**config.mk**
```make
export PLATFORM = sky130hd
export DESIGN_NAME = fb_geom_latch
export DESIGN_NICKNAME = d
export VERILOG_FILES = /design/src/rtl/fb_geom_pkg.sv /design/src/rtl/fb_geom_decode.sv /design/src/rtl/fb_frame_tick.sv /design/src/rtl/fb_base_reg.sv /design/src/rtl/fb_geom_latch.sv
export SDC_FILE = /design/constraint.sdc
export NUM_CORES = 1
export LEC_CHECK = 0
export BUFFER_PORTS_ARGS = -buffer_cell sky130_fd_sc_hd__buf_2
export CAP_MARGIN = 10
export CORE_MARGIN = 8
export CORE_UTILIZATION = 45
export CTS_CLUSTER_SIZE = 14
export DETAILED_ROUTE_END_ITERATION = 16
export PLACE_DENSITY = 0.73
export SYNTH_ARGS = -nofsm -noshare
export SYNTH_HDL_FRONTEND = slang
export SYNTH_SLANG_ARGS = --single-unit
export TNS_END_PERCENT = 30
```
**constraint.sdc**
```tcl
create_clock -name clk_i -period 4.1 [get_ports clk_i]
set_clock_uncertainty 0.1 [all_clocks]
set_input_delay 0.82 -clock clk_i [delete_from_list [all_inputs] [get_ports clk_i]]
set_output_delay 0.82 -clock clk_i [all_outputs]
set_load 0.01 [all_outputs]
```
**src/rtl/fb_geom_pkg.sv**
```systemverilog
package fb_geom_pkg;
  typedef enum logic [1:0] {
    FMT_ARGB1555 = 2'd0,
    FMT_RGB565   = 2'd1,
    FMT_RGB888   = 2'd2,
    FMT_ARGB8888 = 2'd3
  } fb_fmt_e;

  localparam int MODE_EN_BIT   = 0;
  localparam int MODE_FMT_LSB  = 2;
  localparam int SYNC_VOUT_BIT = 3;
  localparam int SYNC_ILACE_BIT = 4;
  localparam int CFG2_BLANK_BIT = 3;
endpackage

```
**src/rtl/fb_geom_decode.sv**
```systemverilog
module fb_geom_decode
  import fb_geom_pkg::*;
#(
  parameter int FIELD_W   = 10,
  parameter int SMALL_LIM = 8,
  parameter int DEF_H     = 640,
  parameter int DEF_V     = 480,
  localparam int STRIDE_W = FIELD_W + 3,
  localparam int RES_W    = FIELD_W + 2
) (
  input  logic [3*FIELD_W-1:0] size_i,
  input  logic [1:0]           fmt_i,
  input  logic                 ilace_i,
  output logic [STRIDE_W-1:0]  stride_o,
  output logic [RES_W-1:0]     hres_o,
  output logic [RES_W-1:0]     vres_o
);
  logic [FIELD_W-1:0]  words, lines_m1, modulo;
  logic [FIELD_W:0]    ppl, lpf;
  logic [FIELD_W+2:0]  quad;
  logic [RES_W-1:0]    h_raw, v_raw;

  assign words    = size_i[FIELD_W-1:0];
  assign lines_m1 = size_i[2*FIELD_W-1:FIELD_W];
  assign modulo   = size_i[3*FIELD_W-1:2*FIELD_W];
  assign ppl      = {1'b0, words} + 1'b1;
  assign lpf      = {1'b0, lines_m1} + 1'b1;
  assign quad     = {ppl, 2'b00};

  // (words + 1) + (modulo - 1), in 32-bit units, times four
  assign stride_o = {({1'b0, words} + {1'b0, modulo}), 2'b00};

  always_comb begin
    unique case (fb_fmt_e'(fmt_i))
      FMT_ARGB1555, FMT_RGB565: h_raw = {ppl, 1'b0};
      FMT_RGB888:               h_raw = RES_W'(quad / 3);
      default:                  h_raw = RES_W'(ppl);
    endcase
  end

  assign v_raw  = ilace_i ? {lpf, 1'b0} : RES_W'(lpf);
  assign hres_o = (h_raw <= RES_W'(SMALL_LIM)) ? RES_W'(DEF_H) : h_raw;
  assign vres_o = (v_raw <= RES_W'(SMALL_LIM)) ? RES_W'(DEF_V) : v_raw;

  always_comb begin
    a_hres_floor_r4: assert (hres_o > RES_W'(SMALL_LIM));
    a_vres_floor_r4: assert (vres_o > RES_W'(SMALL_LIM));
  end
endmodule

```
**src/rtl/fb_frame_tick.sv**
```systemverilog
module fb_frame_tick #(
  parameter int LINE_W      = 10,
  parameter int RETRACE_END = 42
) (
  input  logic              clk_i,
  input  logic              rst_ni,
  input  logic [LINE_W-1:0] line_i,
  output logic              tick_o
);
  logic [LINE_W-1:0] prev_line;
  localparam logic [LINE_W-1:0] END_L = LINE_W'(RETRACE_END);

  always_ff @(posedge clk_i or negedge rst_ni) begin
    if (!rst_ni) prev_line <= '0;
    else         prev_line <= line_i;
  end

  // crossing the retrace end, either directly or through a field wrap
  assign tick_o = (line_i >= END_L) && ((prev_line < END_L) || (prev_line > line_i));

  p_tick_line_r9: assert property (@(posedge clk_i) disable iff (!rst_ni)
    tick_o |-> (line_i >= END_L));
  p_no_retick_r9: assert property (@(posedge clk_i) disable iff (!rst_ni)
    tick_o |=> (!tick_o || (line_i != $past(line_i))));
endmodule

```
**src/rtl/fb_base_reg.sv**
```systemverilog
module fb_base_reg #(
  parameter int ADDR_W = 24
) (
  input  logic              clk_i,
  input  logic              rst_ni,
  input  logic              wr_i,
  input  logic [31:0]       wdata_i,
  output logic [ADDR_W-1:0] next_o
);
  logic [ADDR_W-3:0] held;
  logic [ADDR_W-3:0] wval;
  logic              unused_wbits;

  assign wval = wdata_i[ADDR_W-1:2];
  assign unused_wbits = ^{wdata_i[31:ADDR_W], wdata_i[1:0]};

  always_ff @(posedge clk_i or negedge rst_ni) begin
    if (!rst_ni)   held <= '0;
    else if (wr_i) held <= wval;
  end

  // a write is visible to the latch in the same cycle
  assign next_o = {(wr_i ? wval : held), 2'b00};

  p_hold_r8: assert property (@(posedge clk_i) disable iff (!rst_ni)
    !wr_i |=> $stable(held));
endmodule

```
**src/rtl/fb_geom_latch.sv**
```systemverilog
module fb_geom_latch
  import fb_geom_pkg::*;
#(
  parameter int FIELD_W     = 10,
  parameter int LINE_W      = 10,
  parameter int ADDR_W      = 24,
  parameter int BORDER_W    = 25,
  parameter int RETRACE_END = 42,
  parameter int SMALL_LIM   = 8,
  parameter int DEF_H       = 640,
  parameter int DEF_V       = 480,
  localparam int STRIDE_W   = FIELD_W + 3,
  localparam int RES_W      = FIELD_W + 2
) (
  input  logic                clk_i,
  input  logic                rst_ni,
  input  logic                base_wr_i,
  input  logic [31:0]         base_wdata_i,
  input  logic [31:0]         disp_size_i,
  input  logic [31:0]         disp_mode_i,
  input  logic [31:0]         sync_cfg_i,
  input  logic [31:0]         disp_cfg2_i,
  input  logic [31:0]         border_i,
  input  logic                in_retrace_i,
  input  logic [LINE_W-1:0]   line_i,
  output logic [ADDR_W-1:0]   base_o,
  output logic [STRIDE_W-1:0] stride_o,
  output logic [RES_W-1:0]    hres_o,
  output logic [RES_W-1:0]    vres_o,
  output logic [1:0]          fmt_o,
  output logic                enable_o,
  output logic                blank_o,
  output logic [BORDER_W-1:0] border_o,
  output logic                fmt_change_o
);
  logic                tick, apply, differs;
  logic [ADDR_W-1:0]   base_nx;
  logic [STRIDE_W-1:0] stride_nx;
  logic [RES_W-1:0]    hres_nx, vres_nx;
  logic [1:0]          fmt_nx;
  logic                unused_bits;

  assign unused_bits = ^{disp_size_i[31:3*FIELD_W], disp_mode_i[31:4], disp_mode_i[1],
                         sync_cfg_i[31:5], sync_cfg_i[2:0], disp_cfg2_i[31:4],
                         disp_cfg2_i[2:0], border_i[31:BORDER_W]};

  fb_frame_tick #(.LINE_W(LINE_W), .RETRACE_END(RETRACE_END)) u_tick (
    .clk_i, .rst_ni, .line_i, .tick_o(tick)
  );

  fb_base_reg #(.ADDR_W(ADDR_W)) u_base (
    .clk_i, .rst_ni, .wr_i(base_wr_i), .wdata_i(base_wdata_i), .next_o(base_nx)
  );

  assign fmt_nx = disp_mode_i[MODE_FMT_LSB+1:MODE_FMT_LSB];

  fb_geom_decode #(
    .FIELD_W(FIELD_W), .SMALL_LIM(SMALL_LIM), .DEF_H(DEF_H), .DEF_V(DEF_V)
  ) u_dec (
    .size_i  (disp_size_i[3*FIELD_W-1:0]),
    .fmt_i   (fmt_nx),
    .ilace_i (sync_cfg_i[SYNC_ILACE_BIT]),
    .stride_o(stride_nx),
    .hres_o  (hres_nx),
    .vres_o  (vres_nx)
  );

  assign apply   = tick || (base_wr_i && in_retrace_i);
  assign differs = (hres_nx != hres_o) || (vres_nx != vres_o) || (fmt_nx != fmt_o);

  always_ff @(posedge clk_i or negedge rst_ni) begin
    if (!rst_ni) begin
      base_o       <= '0;
      stride_o     <= '0;
      hres_o       <= RES_W'(DEF_H);
      vres_o       <= RES_W'(DEF_V);
      fmt_o        <= '0;
      enable_o     <= 1'b0;
      blank_o      <= 1'b0;
      border_o     <= '0;
      fmt_change_o <= 1'b0;
    end else begin
      fmt_change_o <= apply && differs;
      if (apply) begin
        base_o   <= base_nx;
        stride_o <= stride_nx;
        hres_o   <= hres_nx;
        vres_o   <= vres_nx;
        fmt_o    <= fmt_nx;
        enable_o <= disp_mode_i[MODE_EN_BIT] && sync_cfg_i[SYNC_VOUT_BIT];
        blank_o  <= disp_cfg2_i[CFG2_BLANK_BIT];
        border_o <= border_i[BORDER_W-1:0];
      end
    end
  end

  p_stable_r9: assert property (@(posedge clk_i) disable iff (!rst_ni)
    !apply |=> ($stable(base_o) && $stable(stride_o) && $stable(hres_o) && $stable(vres_o)));
  p_pulse_src_r10: assert property (@(posedge clk_i) disable iff (!rst_ni)
    $rose(fmt_change_o) |-> $past(apply));
  p_no_change_r10: assert property (@(posedge clk_i) disable iff (!rst_ni)
    (apply && !differs) |=> !fmt_change_o);
  p_base_align_r6: assert property (@(posedge clk_i) disable iff (!rst_ni)
    base_o[1:0] == 2'b00);
endmodule

```
==> impl_metrics.env <==
export IMPL_startpoint_type="primary input"
export IMPL_drv_slew=0
export IMPL_grt_max_degree=63
export IMPL_clkLatencyLatePin_ns=0.43
export IMPL_synth_most_common_cell="dfrtp_1"
export IMPL_seq_power_share_pct=25.4
export IMPL_fin_cells=1678
export IMPL_tightest_slew_ns=0.735
export IMPL_grtUsageTotal_pct=24.8
export IMPL_htreeDepth=4
export IMPL_syn_area_um2=8780
export IMPL_wirelength_um=31000
export IMPL_ys_flop_type="dfrtp_1"
export IMPL_tns_ns=-33.70
export IMPL_n_fill_cell=1427
export IMPL_setup_viol=11
export IMPL_fp_dieW_um=156
export IMPL_p_sw_share_pct=37.4
export IMPL_wl_per_cell_um=18.5
export IMPL_gr_total_overflow=0
export IMPL_clkTransAtPathRegs_ns=0.07
export IMPL_outcome="finished with violations"
export IMPL_slew_headroom_pct=51.0
export IMPL_clock_power_share_pct=26.7
export IMPL_p_leak_nw=6.13
export IMPL_core_area_um2=19300
export IMPL_r2r_end="vres_o[9]"
export IMPL_dp_hpwl_um=23000
export IMPL_worst_ir_drop_vdd_mv=0.357
export IMPL_async_flop_share_pct=100
export IMPL_clockBufferDepth=2
export IMPL_yosysUniqueCellTypes=106
export IMPL_cpPeakStageDelay_ns=0.41
export IMPL_synth_area_leaders="dfrtp_1, mux2_2, ha_1"
export IMPL_reg2reg_slack_ns=1.08
export IMPL_fin_crit_ns=8.38
export IMPL_nNetsFinal=1634
export IMPL_critPathKind="primary input to flip-flop"
export IMPL_rows=51
export IMPL_grt_pass1_vias=9781
export IMPL_critPathLaunch="disp_size_i[3]"
export IMPL_synth_common_cells="dfrtp_1, mux2_2, nand2_1"
export IMPL_synth_top_area_share_pct=32.2
export IMPL_yosysTopAreaCell="dfrtp_1"
export IMPL_place_congestion=0.940
export IMPL_grt_pass1_wl_um=48500
export IMPL_comb_power_share_pct=47.9
export IMPL_violations="negative setup slack"
export IMPL_io_buffers=183
export IMPL_first_pass_iters=5
export IMPL_holdCritPathClass="primary input to asynchronous set/reset pin"
export IMPL_postLayoutCellArea_um2=13400
export IMPL_post_route_period_util_pct=204
export IMPL_max_cap_violations=0
export IMPL_fp_dieH_um=156
export IMPL_p_per_area_nw_per_um2=444
export IMPL_synth_seq_cells=119
export IMPL_area_growth_pct=52.3
export IMPL_dp_cells=1591
export IMPL_initial_core_util_pct=45.4
export IMPL_clock_sinks=119
export IMPL_ys_warnings_count=0
export IMPL_worstRegToRegCells=9
export IMPL_dieArea_um2=24200
export IMPL_required_ns=4.32
export IMPL_cp_end_kind="flip-flop"
export IMPL_syn_avg_cell_area_um2=9.21
export IMPL_crit_path_max_fanout=8
export IMPL_hold_viol=0
export IMPL_post_drt_via_cell_ratio=5.62
export IMPL_antenna_found_initial=1
export IMPL_layout_drive_gt1_share_pct=51.8
export IMPL_intPower_mw=3.71
export IMPL_cp_arrival_ns=8.61
export IMPL_r2r_start="u_tick.prev_line[3]"
export IMPL_drt_iter0_drc=577
export IMPL_cts_buffers=17
export IMPL_slowest_stage="o311a_4"
export IMPL_cts_tree="done"
export IMPL_p_switching_mw=2.22
export IMPL_ys_seq_area_share_pct=34.0
export IMPL_synth_edf_count=0
export IMPL_num_io_pins=297
export IMPL_antenna_left=0
export IMPL_rsz0062_at_grt="true"
export IMPL_setup_ws_ns=-4.28
export IMPL_clock_root_buffer="clkbuf_16"
export IMPL_fmax_ghz=0.119
export IMPL_cpMostUsedCell="buf_4"
export IMPL_via_count=9428
export IMPL_synthCells=954
export IMPL_placed_area_um2=11900
export IMPL_drc_errors=0
## cell families (layout without fill, tap and decap cells)
kind of cell / Yosys count / after routing / share of synthesized area [%]
AOI/OAI and AO/OA: 278 / 278 / 23.0
xor gates and xnor gates: 51 / 51 / 5.17
adders and majority gates: 30 / 30 / 4.33
buffers and inverters: 88 / 543 / 4.45
DFF: 119 / 119 / 34.0
muxes: 96 / 96 / 12.2
other: 1 / 5 / 0.0427
and+or+nand+nor: 291 / 291 / 16.9
## cell type report
type / count / area, um^2 / area share [%]
Antenna cell: 1 / 2.50 / 0.0187
Clock buffer: 17 / 425 / 3.18
Clock inverter: 15 / 204 / 1.52
Inverter: 39 / 146 / 1.09
Multi-Input combinational cell: 750 / 6080 / 45.4
Sequential cell: 119 / 2990 / 22.3
Tap cell: 265 / 332 / 2.48
Timing Repair Buffer: 472 / 3200 / 23.9
## state kept, by name, indices dropped and copies added (netlist names)
register          count
vres_o               12
enable_o              1
stride_o             11
u_base.held          22
border_o             25
fmt_o                 2
fmt_change_o          1
blank_o               1
hres_o               12
base_o               22
u_tick.prev_line     10
## cell usage in the layout (no fill, tap or decap), drive strengths merged, types with 12 or more instances in the layout
| master | instances |
|---|---|
| dfrtp | 113 |
| nor2 | 64 |
| xor2 | 21 |
| o31ai | 13 |
| o21ai | 80 |
| and2 | 13 |
| a211oi | 12 |
| mux2 | 85 |
| xnor2 | 30 |
| nand3 | 37 |
| clkbuf | 17 |
| a21oi | 55 |
| buf | 472 |
| inv | 49 |
| ha | 28 |
| a31oi | 16 |
| nor3 | 20 |
| nand2 | 77 |
| nand4 | 12 |
## what timing repair did
| action | 4_1_cts | 5_1_grt |
|---|---|---|
| setup buffers | 32 | 23 |
| endpoints found under the hold margin | 0 | 0 |
| setup endpoints to repair | 11 | 11 |
| hold buffers | 0 | 0 |
| resized for setup | 64 | 36 |
| pin swaps | 28 | 24 |
## how the worst max path moves through the flow
| stage | end | slack [ns] | cells past startpoint |
|---|---|---|---|
| finish | hres_o[7] | -4.28 | 41 |
| global route | fmt_change_o | -4.63 | 44 |
| CTS | fmt_change_o | -3.93 | 43 |
| detailed placement | fmt_change_o | -4.61 | 38 |
| global placement | fmt_change_o | -4.38 | 39 |
| floorplan | fmt_change_o | -4.17 | 42 |
## worst max-delay path: cells and delay by family
family	cells	cell delay, ns
multiplexers	1	0.31
AND/OR/NAND/NOR	9	1.81
buffers and inverters	11	1.51
adder cells (fa/ha/maj)	2	0.41
AO/OA/AOI/OAI	18	3.72
## per-layer routing
layer  GRT usage, %  share of wire (%)
met3           7.48                7.9
met1           28.4                 39
met2           43.1                 50
met5              0                  0
met4           8.73                3.2
## power by group through the flow
| stage | combinational [mW] | clock (mW) | sequential [mW] |
|---|---|---|---|
| final | 2.84 | 1.58 | 1.51 |
| after global routing | 3.04 | 1.65 | 1.53 |
| after CTS | 2.57 | 1.60 | 1.51 |
| after detailed placement | 2.32 | 0 | 1.52 |
| after global placement | 2.27 | 0 | 1.51 |
| after floorplan | 1.23 | 0 | 1.59 |
## stage by stage
stage	utilization [%]	worst slack, ns	hold WS [ns]	total power, mW
3_5_place_dp	61.3	-4.61	0.367	3.85
5_1_grt	69.2	-4.63	0.408	6.22
4_1_cts	67.4	-3.93	0.375	5.67
2_1_floorplan	-	-4.17	0.369	2.83
3_3_place_gp	61.3	-4.38	0.358	3.79
6_report	69.2	-4.28	0.353	5.93
(Power assumes the default switching activity.)
